--- src/rtl/smm_seq_pkg.sv ---
package smm_seq_pkg;

  localparam int MODE_W = 3;
  localparam int IRQ_W  = 2;

  typedef enum logic [MODE_W-1:0] {
    MS_NORMAL  = 3'd0,
    MS_SAVE    = 3'd1,
    MS_CLEAR   = 3'd2,
    MS_ROUTINE = 3'd3,
    MS_SUSPEND = 3'd4,
    MS_RESTORE = 3'd5
  } mode_e;

  // management mode spans every state except normal
  function automatic logic in_smm(input mode_e m);
    return (m != MS_NORMAL);
  endfunction

  // leave suspend: wake always, pin release only when pin caused entry
  function automatic logic susp_leave(input logic wake, input logic susp,
                                      input logic by_pin);
    return wake | (by_pin & ~susp);
  endfunction

  // sleep request from inside the routine
  function automatic logic susp_enter(input logic halt, input logic susp);
    return halt | susp;
  endfunction

  function automatic mode_e next_mode(input mode_e cur, input logic smi,
                                      input logic sdone, input logic rsm,
                                      input logic halt, input logic susp,
                                      input logic wake, input logic by_pin,
                                      input logic rdone);
    mode_e n;
    n = cur;
    case (cur)
      MS_NORMAL:  if (smi) n = MS_SAVE;
      MS_SAVE:    if (sdone) n = MS_CLEAR;
      MS_CLEAR:   n = MS_ROUTINE;
      MS_ROUTINE: begin
        if (rsm) n = MS_RESTORE;
        else if (susp_enter(halt, susp)) n = MS_SUSPEND;
      end
      MS_SUSPEND: if (susp_leave(wake, susp, by_pin)) n = MS_ROUTINE;
      MS_RESTORE: if (rdone) n = MS_NORMAL;
      default:    n = MS_NORMAL;
    endcase
    return n;
  endfunction

endpackage

--- src/rtl/smm_seq_fsm.sv ---
module smm_seq_fsm
  import smm_seq_pkg::*;
(
  input  logic  clk,
  input  logic  rst_n,
  input  logic  smi_req,
  input  logic  save_done,
  input  logic  rsm_stb,
  input  logic  halt_stb,
  input  logic  susp_in,
  input  logic  wake_evt,
  input  logic  restore_done,
  input  logic  by_pin,
  output mode_e state,
  output logic  enter_susp
);

  mode_e nxt;

  always_comb begin
    nxt = next_mode(state, smi_req, save_done, rsm_stb, halt_stb, susp_in,
                    wake_evt, by_pin, restore_done);
  end

  assign enter_susp = (state == MS_ROUTINE) && (nxt == MS_SUSPEND);

  always_ff @(posedge clk) begin
    if (!rst_n) state <= MS_NORMAL;
    else        state <= nxt;
  end

  AST_SAVE_HOLD: assert property (@(posedge clk) disable iff (!rst_n)
    (state == MS_SAVE && !save_done) |=> (state == MS_SAVE));
  AST_CLEAR_ONCE: assert property (@(posedge clk) disable iff (!rst_n)
    (state == MS_CLEAR) |=> (state == MS_ROUTINE));
  AST_RSM_FIRST: assert property (@(posedge clk) disable iff (!rst_n)
    (state == MS_ROUTINE && rsm_stb) |=> (state == MS_RESTORE));
  AST_RESTORE_WAIT: assert property (@(posedge clk) disable iff (!rst_n)
    (state == MS_RESTORE && !restore_done) |=> (state == MS_RESTORE));
  AST_SLEEP_ENTRY: assert property (@(posedge clk) disable iff (!rst_n)
    (state == MS_ROUTINE && !rsm_stb && (halt_stb || susp_in)) |=> (state == MS_SUSPEND));
  AST_WAKE_TARGET: assert property (@(posedge clk) disable iff (!rst_n)
    (state == MS_SUSPEND) |=> (state == MS_SUSPEND || state == MS_ROUTINE));
  AST_SMI_IGNORED: assert property (@(posedge clk) disable iff (!rst_n)
    (state != MS_NORMAL && state != MS_SAVE) |=> (state != MS_SAVE));
  AST_NORMAL_QUIET: assert property (@(posedge clk) disable iff (!rst_n)
    (state == MS_NORMAL && !smi_req) |=> (state == MS_NORMAL));

endmodule

--- src/rtl/smm_susp_cause.sv ---
module smm_susp_cause (
  input  logic clk,
  input  logic rst_n,
  input  logic enter_susp,
  input  logic susp_in,
  output logic by_pin
);

  always_ff @(posedge clk) begin
    if (!rst_n)          by_pin <= 1'b0;
    else if (enter_susp) by_pin <= susp_in;
  end

  AST_CAUSE_LATCH: assert property (@(posedge clk) disable iff (!rst_n)
    enter_susp |=> (by_pin == $past(susp_in)));

endmodule

--- src/rtl/smm_irq_gate.sv ---
module smm_irq_gate
  import smm_seq_pkg::*;
(
  input  logic             clk,
  input  logic             rst_n,
  input  logic             smm_active,
  input  logic             intr_req,
  input  logic             nmi_req,
  output logic [IRQ_W-1:0] int_mask,
  output logic             intr_fwd,
  output logic             nmi_fwd
);

  localparam int INTR_BIT = 0;
  localparam int NMI_BIT  = IRQ_W - 1;

  logic [IRQ_W-1:0] req_vec;
  logic [IRQ_W-1:0] fwd_vec;

  assign req_vec[INTR_BIT] = intr_req;
  assign req_vec[NMI_BIT]  = nmi_req;

  assign int_mask[INTR_BIT] = ~smm_active;
  assign int_mask[NMI_BIT]  = 1'b1;

  for (genvar g = 0; g < IRQ_W; g++) begin : g_gate
    assign fwd_vec[g] = req_vec[g] & int_mask[g];
  end

  assign intr_fwd = fwd_vec[INTR_BIT];
  assign nmi_fwd  = fwd_vec[NMI_BIT];

  AST_INTR_BLOCKED: assert property (@(posedge clk) disable iff (!rst_n)
    smm_active |-> !intr_fwd);
  AST_NMI_LIVE: assert property (@(posedge clk) disable iff (!rst_n)
    nmi_req |-> nmi_fwd);

endmodule

--- src/rtl/smm_mode_seq.sv ---
module smm_mode_seq
  import smm_seq_pkg::*;
(
  input  logic             clk,
  input  logic             rst_n,
  input  logic             smi_req,
  input  logic             save_done,
  input  logic             rsm_stb,
  input  logic             halt_stb,
  input  logic             susp_in,
  input  logic             wake_evt,
  input  logic             restore_done,
  input  logic             intr_req,
  input  logic             nmi_req,
  output logic [MODE_W-1:0] mode_state,
  output logic             smm_active,
  output logic             reg_reset_pulse,
  output logic             restore_req,
  output logic [IRQ_W-1:0] int_mask,
  output logic             intr_fwd,
  output logic             nmi_fwd,
  output logic             suspend_ack
);

  mode_e state;
  logic  enter_susp;
  logic  by_pin;

  smm_seq_fsm u_fsm (
    .clk          (clk),
    .rst_n        (rst_n),
    .smi_req      (smi_req),
    .save_done    (save_done),
    .rsm_stb      (rsm_stb),
    .halt_stb     (halt_stb),
    .susp_in      (susp_in),
    .wake_evt     (wake_evt),
    .restore_done (restore_done),
    .by_pin       (by_pin),
    .state        (state),
    .enter_susp   (enter_susp)
  );

  smm_susp_cause u_cause (
    .clk        (clk),
    .rst_n      (rst_n),
    .enter_susp (enter_susp),
    .susp_in    (susp_in),
    .by_pin     (by_pin)
  );

  assign mode_state      = state;
  assign smm_active      = in_smm(state);
  assign reg_reset_pulse = (state == MS_CLEAR);
  assign restore_req     = (state == MS_RESTORE);
  assign suspend_ack     = (state == MS_SUSPEND);

  smm_irq_gate u_gate (
    .clk        (clk),
    .rst_n      (rst_n),
    .smm_active (smm_active),
    .intr_req   (intr_req),
    .nmi_req    (nmi_req),
    .int_mask   (int_mask),
    .intr_fwd   (intr_fwd),
    .nmi_fwd    (nmi_fwd)
  );

  AST_PULSE_SINGLE: assert property (@(posedge clk) disable iff (!rst_n)
    reg_reset_pulse |=> !reg_reset_pulse);
  AST_ACTIVE_START: assert property (@(posedge clk) disable iff (!rst_n)
    $rose(smm_active) |-> (mode_state == 3'd1));
  AST_ACTIVE_END: assert property (@(posedge clk) disable iff (!rst_n)
    $fell(smm_active) |-> ($past(restore_req) && $past(restore_done)));

endmodule

--- config.mk ---
export PLATFORM = sky130hd
export DESIGN_NAME = smm_mode_seq
export DESIGN_NICKNAME = d
export VERILOG_FILES = /design/src/rtl/smm_seq_pkg.sv /design/src/rtl/smm_seq_fsm.sv /design/src/rtl/smm_susp_cause.sv /design/src/rtl/smm_irq_gate.sv /design/src/rtl/smm_mode_seq.sv
export SDC_FILE = /design/constraint.sdc
export NUM_CORES = 1
export LEC_CHECK = 0
export ABC_CLOCK_PERIOD_IN_PS = 2000
export BUFFER_PORTS_ARGS = -buffer_cell sky130_fd_sc_hd__buf_2
export CAP_MARGIN = 20
export CORE_AREA = 2 2 39 41
export CTS_BUF_LIST = sky130_fd_sc_hd__clkbuf_4 sky130_fd_sc_hd__clkbuf_8
export DETAILED_ROUTE_END_ITERATION = 6
export DIE_AREA = 0 0 41 43
export SYNTH_ARGS = -nofsm -noshare
export SYNTH_HDL_FRONTEND = slang
export SYNTH_SLANG_ARGS = --single-unit
--- constraint.sdc ---
create_clock -name clk -period 2 [get_ports clk]
set_input_delay 0.2 -clock clk [delete_from_list [all_inputs] [get_ports clk]]
set_output_delay 0.2 -clock clk [all_outputs]
set_load 0.02 [all_outputs]
[Yosys cells after proc, flatten, opt, wreduce, memory -nomap -nowiden]
Index checks and enable logic that the tools add are counted.
Cells by class
  equality and inequality tests: 6
  muxes and demuxes: 7
  bitwise gates (word level): 6
  reduce and logical (&&, ||, !) cells: 3
Operators by type and width (count)
  $mux 3: 6
  $pmux 3 s6: 1
  $eq 3x3->1 const B: 3
  $eq 3x2->1 const B: 2
  $eq 3x1->1 const B: 1
  $logic_not 3->1: 1
  $reduce_bool 3->1: 1
  $and 1x1->1: 2
  $not 1->1: 2
  $or 1x1->1: 2
  $logic_and 1x1->1: 1
Word-level totals
  bits in registers: 4
  input port bits: 11
  output and inout port bits: 11
  word-level logic and storage cells: 24

[Logic depth before layout (Yosys ltp)]
Gate-level depths: netlist of the first run.
  depth after elaboration: 7
  mapped depth: 5
  gate-level depth less buffers: 4

[Cells and area by module]
From an unflattened synthesis of the first run, not the netlist that was laid out.
Unflattened totals
  cell total of the unflattened synthesis: 42
  area, all modules: 321.6 µm²
By module, submodules not included
  smm_seq_fsm: instances 1, cells an instance 30, area an instance 225.2 µm², seq. area each 60.1 µm²
  smm_susp_cause: instances 1, cells an instance 3, area an instance 36.3 µm², seq. area each 20.0 µm²
  smm_mode_seq: instances 1, cells an instance 4, area an instance 31.3 µm², seq. area each 0.0 µm²
  smm_irq_gate: instances 1, cells an instance 5, area an instance 28.8 µm², seq. area each 0.0 µm²

[Worst setup path before layout of the first run]
No wires, ideal clock.
  path type: reg2out
  start point: register u_fsm.state[0]
  end point: output port intr_fwd
  data arrival time: 1.455 ns
  data required time: 1.800 ns
  setup slack: 0.345 ns
  cell stages (with the launch flop): 5
  path buffers: 1
  cell sequence: dfxtp_1 buf_6 or3_1 inv_1 and2_1
On the way
  longest elaborated chain between the ends: 3
Ends and longest elaborated chain
  from (decl): line smm_seq_fsm.sv:14  | output mode_e state,
  from (signal assigned): line smm_seq_fsm.sv:29  | else state <= nxt;
  $reduce_bool 3->1: line smm_seq_pkg.sv:17  | return (m != MS_NORMAL);
  net smm_active: line smm_mode_seq.sv:16  | output logic smm_active,
  $not 1->1: line smm_irq_gate.sv:23  | assign int_mask[INTR_BIT] = ~smm_active;
  net int_mask[0]: line smm_mode_seq.sv:19  | output logic [IRQ_W-1:0] int_mask,
  $and 1x1->1: line smm_irq_gate.sv:27  | assign fwd_vec[g] = req_vec[g] & int_mask[g];
  to (decl): line smm_mode_seq.sv:20  | output logic intr_fwd,
The timed path passes the listed nets, and every way through them passes these cells.

[Worst setup path in the final report of the first run]
  start point: register u_fsm.state[0]
  end point: output port intr_fwd
On the way
  longest elaborated chain between the ends: 3
Ends and longest elaborated chain (line)
  $reduce_bool 3->1: smm_seq_pkg.sv:17
  $not 1->1: smm_irq_gate.sv:23
  $and 1x1->1: smm_irq_gate.sv:27
No other way between the ends.

==> results.md, run 1 <==
* Most common cell after layout, fill and taps aside: buf_2
* Avg Cell Area, Syn at 7.27 sq um
* Slowest CP cell: dfxtp_1
* Layout cells sized above 1 at 36.7%
* R2R Path Start: u_fsm.state[0]
* Row Count at 14
* Total core area at 1380 sq um
* Status: finished clean
* Crit path largest cell delay at ~0.4 ns
* CTS buffer count at 3
* Cts repair resizes at 0
* Clock sink total at 4
* R2R setup slack at 0.71 ns
* Critical Path RT at 1.80 ns
* Number of vias per cell at 4.41
* Clock Path Buffers at 2
* CP Launch Type: flop
* Largest net degree at the start of global routing at 13
* Antenna cells at 0
* Cells after Synth at 42
* First-pass GRT wire length at roughly 1000 um
* Postcts setup bufs at 0
* Final Util at 29.7%
* FF/Latch Area at 80.1 sq um
* WP depth at 4
* Routed length per instance at ~8.8 um
* Hold crit path type: in -> reg
* Worst EP arrival at 1.36 ns
* Fin crit share at 78.2%
* Net count after synthesis at 53
* Fill cells at 158
* Final count of hold timing violations at 0
* CTS tree: yes
* Grt ovf at 0
* CP endpoint kind: primary output
* TNS Setup at 0 ns
* Slew Limit Fails at 0
* Die Wd at approximately 41 um
* Remaining DRCs at 0
* Initial core utilization at 22.1%
* RSZ-0062 raised after global routing: false
* R2R cell count at 4
* Clock Pin Slew Worst Setup and Hold Paths at roughly 0.04 ns
* WS Path Type: reg -> out
* Library cells used by synthesis at 21
* Multi-input combinational cell area at between 150 and 200 sq um
* Worst Path Buf+Inv at 2
* Crit path max fanout at 12
* Lkg Pwr at 0.206 nW
* Commonest non-fill, non-tap cells in the layout: buf_2, nor2_1, a21oi_1, dfxtp_1
* Gr usage total at 8.92%
* Routability cong. at 0.670
* Setup Skew at 0.0000823 ns
* Cts-stage hold buffer count at 0
* Max Cap Viol at 0
* Seq/Total Area, Yosys at 26.2%
* Post-route antenna net violation count at 0
* Later-pin clock latency in the skew report at between 0.2 and 0.25 ns
* #FFs+latches synth at 4
* Family with the most delay on the worst path: simple AND/OR/NAND/NOR gates
* CP Cell Sequence: or3_1 > inv_1 > and2_1 > buf_2
* Worst VDD drop at 0.000204 V
* DIE AREA at ~1800 sq um
* Final worst path period need at 1.56 ns
* PortBufs at 18
* Die height at 43 um
* Reg2reg end: u_cause.by_pin
* Mapped Area at 305 sq um
* Initial DRC count at 2
* Final setup fails at 0
* Area grow syn2layout at 34.8%
* Crit path to: intr_fwd
* Number of I/O pins at 22
* Initial antenna violation count at 0
* Vias in the first global route at ~280
* Highest Clock Rate at 639 MHz
* PwrDens at 710 nW/um^2
* CTS H-Tree Depth at 1
* DP HPWL at 556 um
* Via count at 335
* Drt pass-1 iters at 2
* Root Driver: clkbuf_4
* Crit path from: u_fsm.state[0]
* DRT Wirelength at 671 um
* Yosys warning total at 0
* Fin nets at 73
[how the worst min path moves through the flow]
stage | endpoint | slack (ns) | depth (start not counted) | startpoint
after floorplan | u_fsm.state[2] | 0.32 | 1 | rst_n
after global placement | nmi_fwd | 0.40 | 0 | nmi_req
after detailed placement | nmi_fwd | 0.40 | 0 | nmi_req
after CTS | u_fsm.state[2] | 0.20 | 2 | rst_n
after global routing | u_fsm.state[2] | 0.21 | 2 | rst_n
final | u_fsm.state[2] | 0.21 | 2 | rst_n
[registers in the layout, summed over array words and instances (netlist names)]
| name | cells |
|---|---|
| u_fsm.state | 3 |
| u_cause.by_pin | 1 |
[per-stage QoR]
| step | hold slack [ns] | power, mW | worst slack, ns | instance area, sq um | cells |
|---|---|---|---|---|---|
| 5_1_grt | 0.208 | 0.311 | 0.346 | 412 | 76 |
| 6_report | 0.206 | 0.292 | 0.436 | 412 | 76 |
| 4_1_cts | 0.201 | 0.299 | 0.416 | 412 | 76 |
| 3_5_place_dp | 0.400 | 0.197 | 0.670 | 389 | 73 |
| 2_1_floorplan | 0.318 | 0.171 | 0.345 | 305 | 42 |
| 3_3_place_gp | 0.400 | 0.195 | 0.711 | 389 | 73 |
[cell usage after synthesis]
library cell	count	share of area, %
buf_6	1	3.7
or3_1	2	4.1
inv_1	2	2.5
nand3b_1	2	4.9
mux2i_1	1	3.3
nor2b_1	2	4.1
nor2_1	6	7.4
and2_1	1	2.1
mux2_2	1	3.7
a31oi_1	1	2.1
buf_4	2	4.9
o21ai_0	1	1.6
o21a_1	1	2.5
o21bai_1	2	4.9
dfxtp_1	4	26
a21o_1	1	2.5
a21oi_1	4	6.6
conb_1	1	1.2
nor3_1	2	3.3
nand2b_1	3	6.1
nand2_1	2	2.5
[logic make-up (layout without fill, tap and decap cells)]
family / count (synthesis) / count (layout) / synth area share (%)
other cells: 1 / 1 / 1.23
buf+inv: 5 / 23 / 11.1
compound gates: 10 / 10 / 20.1
flops: 4 / 4 / 26.2
simple gates: 20 / 20 / 34.4
mux: 2 / 2 / 6.97
[final cells by class]
class / count / share of cell area, %
Multi-Input combinational cell: 33 / 46.5
Timing Repair Buffer: 18 / 21.9
Sequential cell: 4 / 19.5
Clock buffer: 3 / 5.47
Tap cell: 16 / 4.86
Inverter: 2 / 1.82
[power breakdown]
| part | internal, mW | leakage [nW] | switching (mW) | total, mW |
|---|---|---|---|---|
| sequential | 0.0864 | 0.0327 | 0.0136 | 0.100 |
| combinational | 0.0389 | 0.159 | 0.0554 | 0.0943 |
| clock | 0.0670 | 0.0138 | 0.0310 | 0.0980 |
[layer usage]
layer,vias to the layer above,share of wire [%],global-route usage [%]
met5,-,0,0
met4,0,0,6.00
met3,0,10,4.71
met2,17,44,11.9
met1,140,46,10.5
li1,178,-,-
[worst reg2reg max path, stage by stage, from the launching register on]
cell	delay (ns)
dfxtp_1	0.52
nand3b_1	0.18
nor3_1	0.21
mux2i_1	0.22
nor2b_1	0.06
No activity file was read; power rests on OpenSTA's default activity.
==> inputs of run 2 (changes only) <==
ABC_CLOCK_PERIOD_IN_PS = 1500   (was 2000)
clock period = 1.5 ns   (was 2 ns; I/O delays follow)
==> results.md, run 2 (same netlist as run 1, synthesis figures left out) <==
* Status: finished clean
* Worst VDD drop at 0.000339 V
* DRT Wirelength at a little over 700 um
* Routed length per instance at 9.23 um
* Routability cong. at a little under 0.7
* Area grow syn2layout at 41.0%
* Vias in the first global route at 281
* Remaining DRCs at 0
* Clock Pin Slew Worst Setup and Hold Paths at 0.04 ns
* Crit path max fanout at 9
* Grt ovf at 0
* PortBufs at 18
* Internal Power at approximately 0.27 mW
* First-pass GRT wire length at 1120 um
* Gr usage total at about a tenth
* CP endpoint kind: primary output
* Slowest CP cell: or3_4
* Switching power at between 0.1 and 0.15 mW
* CP Launch Type: flop
* Drt pass-1 iters at 2
* Initial antenna violation count at 0
* Row Count at 14
* Commonest non-fill, non-tap cells in the layout: buf_2, nor2_1, a21oi_1, nand2b_1, clkbuf_4
* Cts-stage hold buffer count at 0
* CP Cell Sequence: or3_4 > inv_2 > and2_2 > buf_4
* DP HPWL at 584 um
* Biggest regs: u_fsm.state: 3 flops, u_cause.by_pin: 1 flops
* Initial DRC count at 2
* Hold crit path type: in -> reg
* RSZ-0062 raised after global routing: false
* Critical Path RT at 1.35 ns
* Hold Path Origin: rst_n
* Reg power frac at 32.2%
* Layout cells sized above 1 at 45.9%
* Number of vias per cell at 4.31
* Initial core utilization at 22.1%
* Via count at 332
* Most common cell after layout, fill and taps aside: buf_2
* Die Wd at ~41 um
* Antenna cells at 0
* Worst EP arrival at 1.27 ns
* DIE AREA at approximately 1800 sq um
* WS Path Type: reg -> out
* Placed inst area at 403 sq um
* Largest register FFs at 3
* Later-pin clock latency in the skew report at 0.23 ns
* Clock Path Buffers at 2
* R2R cell count at 4
* PwrDens at roughly 950 nW/um^2
* Clock sink total at 4
* Final count of hold timing violations at 0
* CTS tree: yes
* Highest Clock Rate at 704 MHz
* Reg2reg end: u_fsm.state[2]
* Number of I/O pins at 22
* Worst Path Buf+Inv at 2
* Lkg Pwr at 0.212 nW
* Total core area at between 1000 and 1500 sq um
* CTS H-Tree Depth at 1
* Post-route antenna net violation count at 0
* TNS Setup at 0 ns
* Die height at 43 um
* CTS buffer count at 3
* Fin nets at 74
* Postcts setup bufs at 0
* Comb pwr share at 35.8%
* Reg with most FFs: u_fsm.state
* Fin crit share at 94.7%
* Clock power frac at 32.1%
* Family with the most delay on the worst path: simple AND/OR/NAND/NOR gates
* Setup Skew at ~0.00039 ns
* Max Cap Viol at 0
* Fill cells at between 150 and 200
* Hold Path End: u_fsm.state[2]
* R2R setup slack at about 0.27 ns
* Root Driver: clkbuf_4
* Final worst path period need at 1.42 ns
* R2R Path Start: u_fsm.state[0]
* Crit path largest cell delay at 0.39 ns
* Largest net degree at the start of global routing at 10
* Hold depth at 2
* Switching fraction of total power at 33.5%
* Final setup fails at 0
* Final instance area at ~430 sq um
* Slew Limit Fails at 0
-- run 2: metal layers --
metal | share of wire (%) | GRT usage, % | vias to the layer above
li1 | - | - | 178
met1 | 43 | 10.2 | 140
met2 | 47 | 14.7 | 14
met3 | 10 | 3.14 | 0
met4 | 0 | 8.00 | 0
met5 | 0 | 0 | -
-- run 2: what timing repair did --
| item | in CTS | in global routing |
|---|---|---|
| setup endpoints to repair | 0 | 1 |
| hold endpoints to repair | 0 | 0 |
| gates resized for setup | 0 | 3 |
-- run 2: worst max path at each step --
stage	start	end	slack (ns)	cells after the start
after floorplan	u_fsm.state[0]	intr_fwd	0.08	4
after global placement	u_fsm.state[0]	u_fsm.state[2]	0.25	4
after detailed placement	u_fsm.state[0]	u_fsm.state[2]	0.24	4
after CTS	u_fsm.state[2]	intr_fwd	0.01	4
after global routing	u_fsm.state[2]	intr_fwd	0.003	4
final	u_fsm.state[2]	intr_fwd	0.08	4
-- run 2: final cells by class --
| cell class | count | area, sq um | area share [%] |
|---|---|---|---|
| repair buffers | 19 | 100 | 23.3 |
| inverters | 2 | 7.51 | 1.74 |
| multi-input cells | 33 | 198 | 45.9 |
| clock buffers | 3 | 22.5 | 5.23 |
| flip-flops and latches | 4 | 82.6 | 19.2 |
| well taps | 16 | 20.0 | 4.65 |
-- run 2: worst reg2reg max path, cell delays in order, from the launching register on --
cell,delay [ns]
dfxtp_2,0.35
buf_4,0.16
or3_1,0.36
a21oi_1,0.16
o21a_1,0.14
-- run 2: power groups by stage --
stage	Sequential (mW)	Clock, mW	Combinational [mW]
after floorplan	0.135	0	0.101
after global placement	0.131	0	0.144
after detailed placement	0.131	0	0.144
after CTS	0.130	0.139	0.145
after global routing	0.134	0.152	0.163
final	0.131	0.131	0.146
-- run 2: stage by stage --
step                instances  utilization (%)  worst slack [ns]  power [mW]  hold WS [ns]
floorplan                  42                -            0.0785       0.236         0.268
global placement           74             29.1             0.252       0.275         0.300
detailed placement         74             29.1             0.237       0.275         0.300
CTS                        77             30.7            0.0147       0.414         0.164
global route               77             31.1           0.00335       0.448         0.163
finish                     77             31.1            0.0793       0.407         0.168
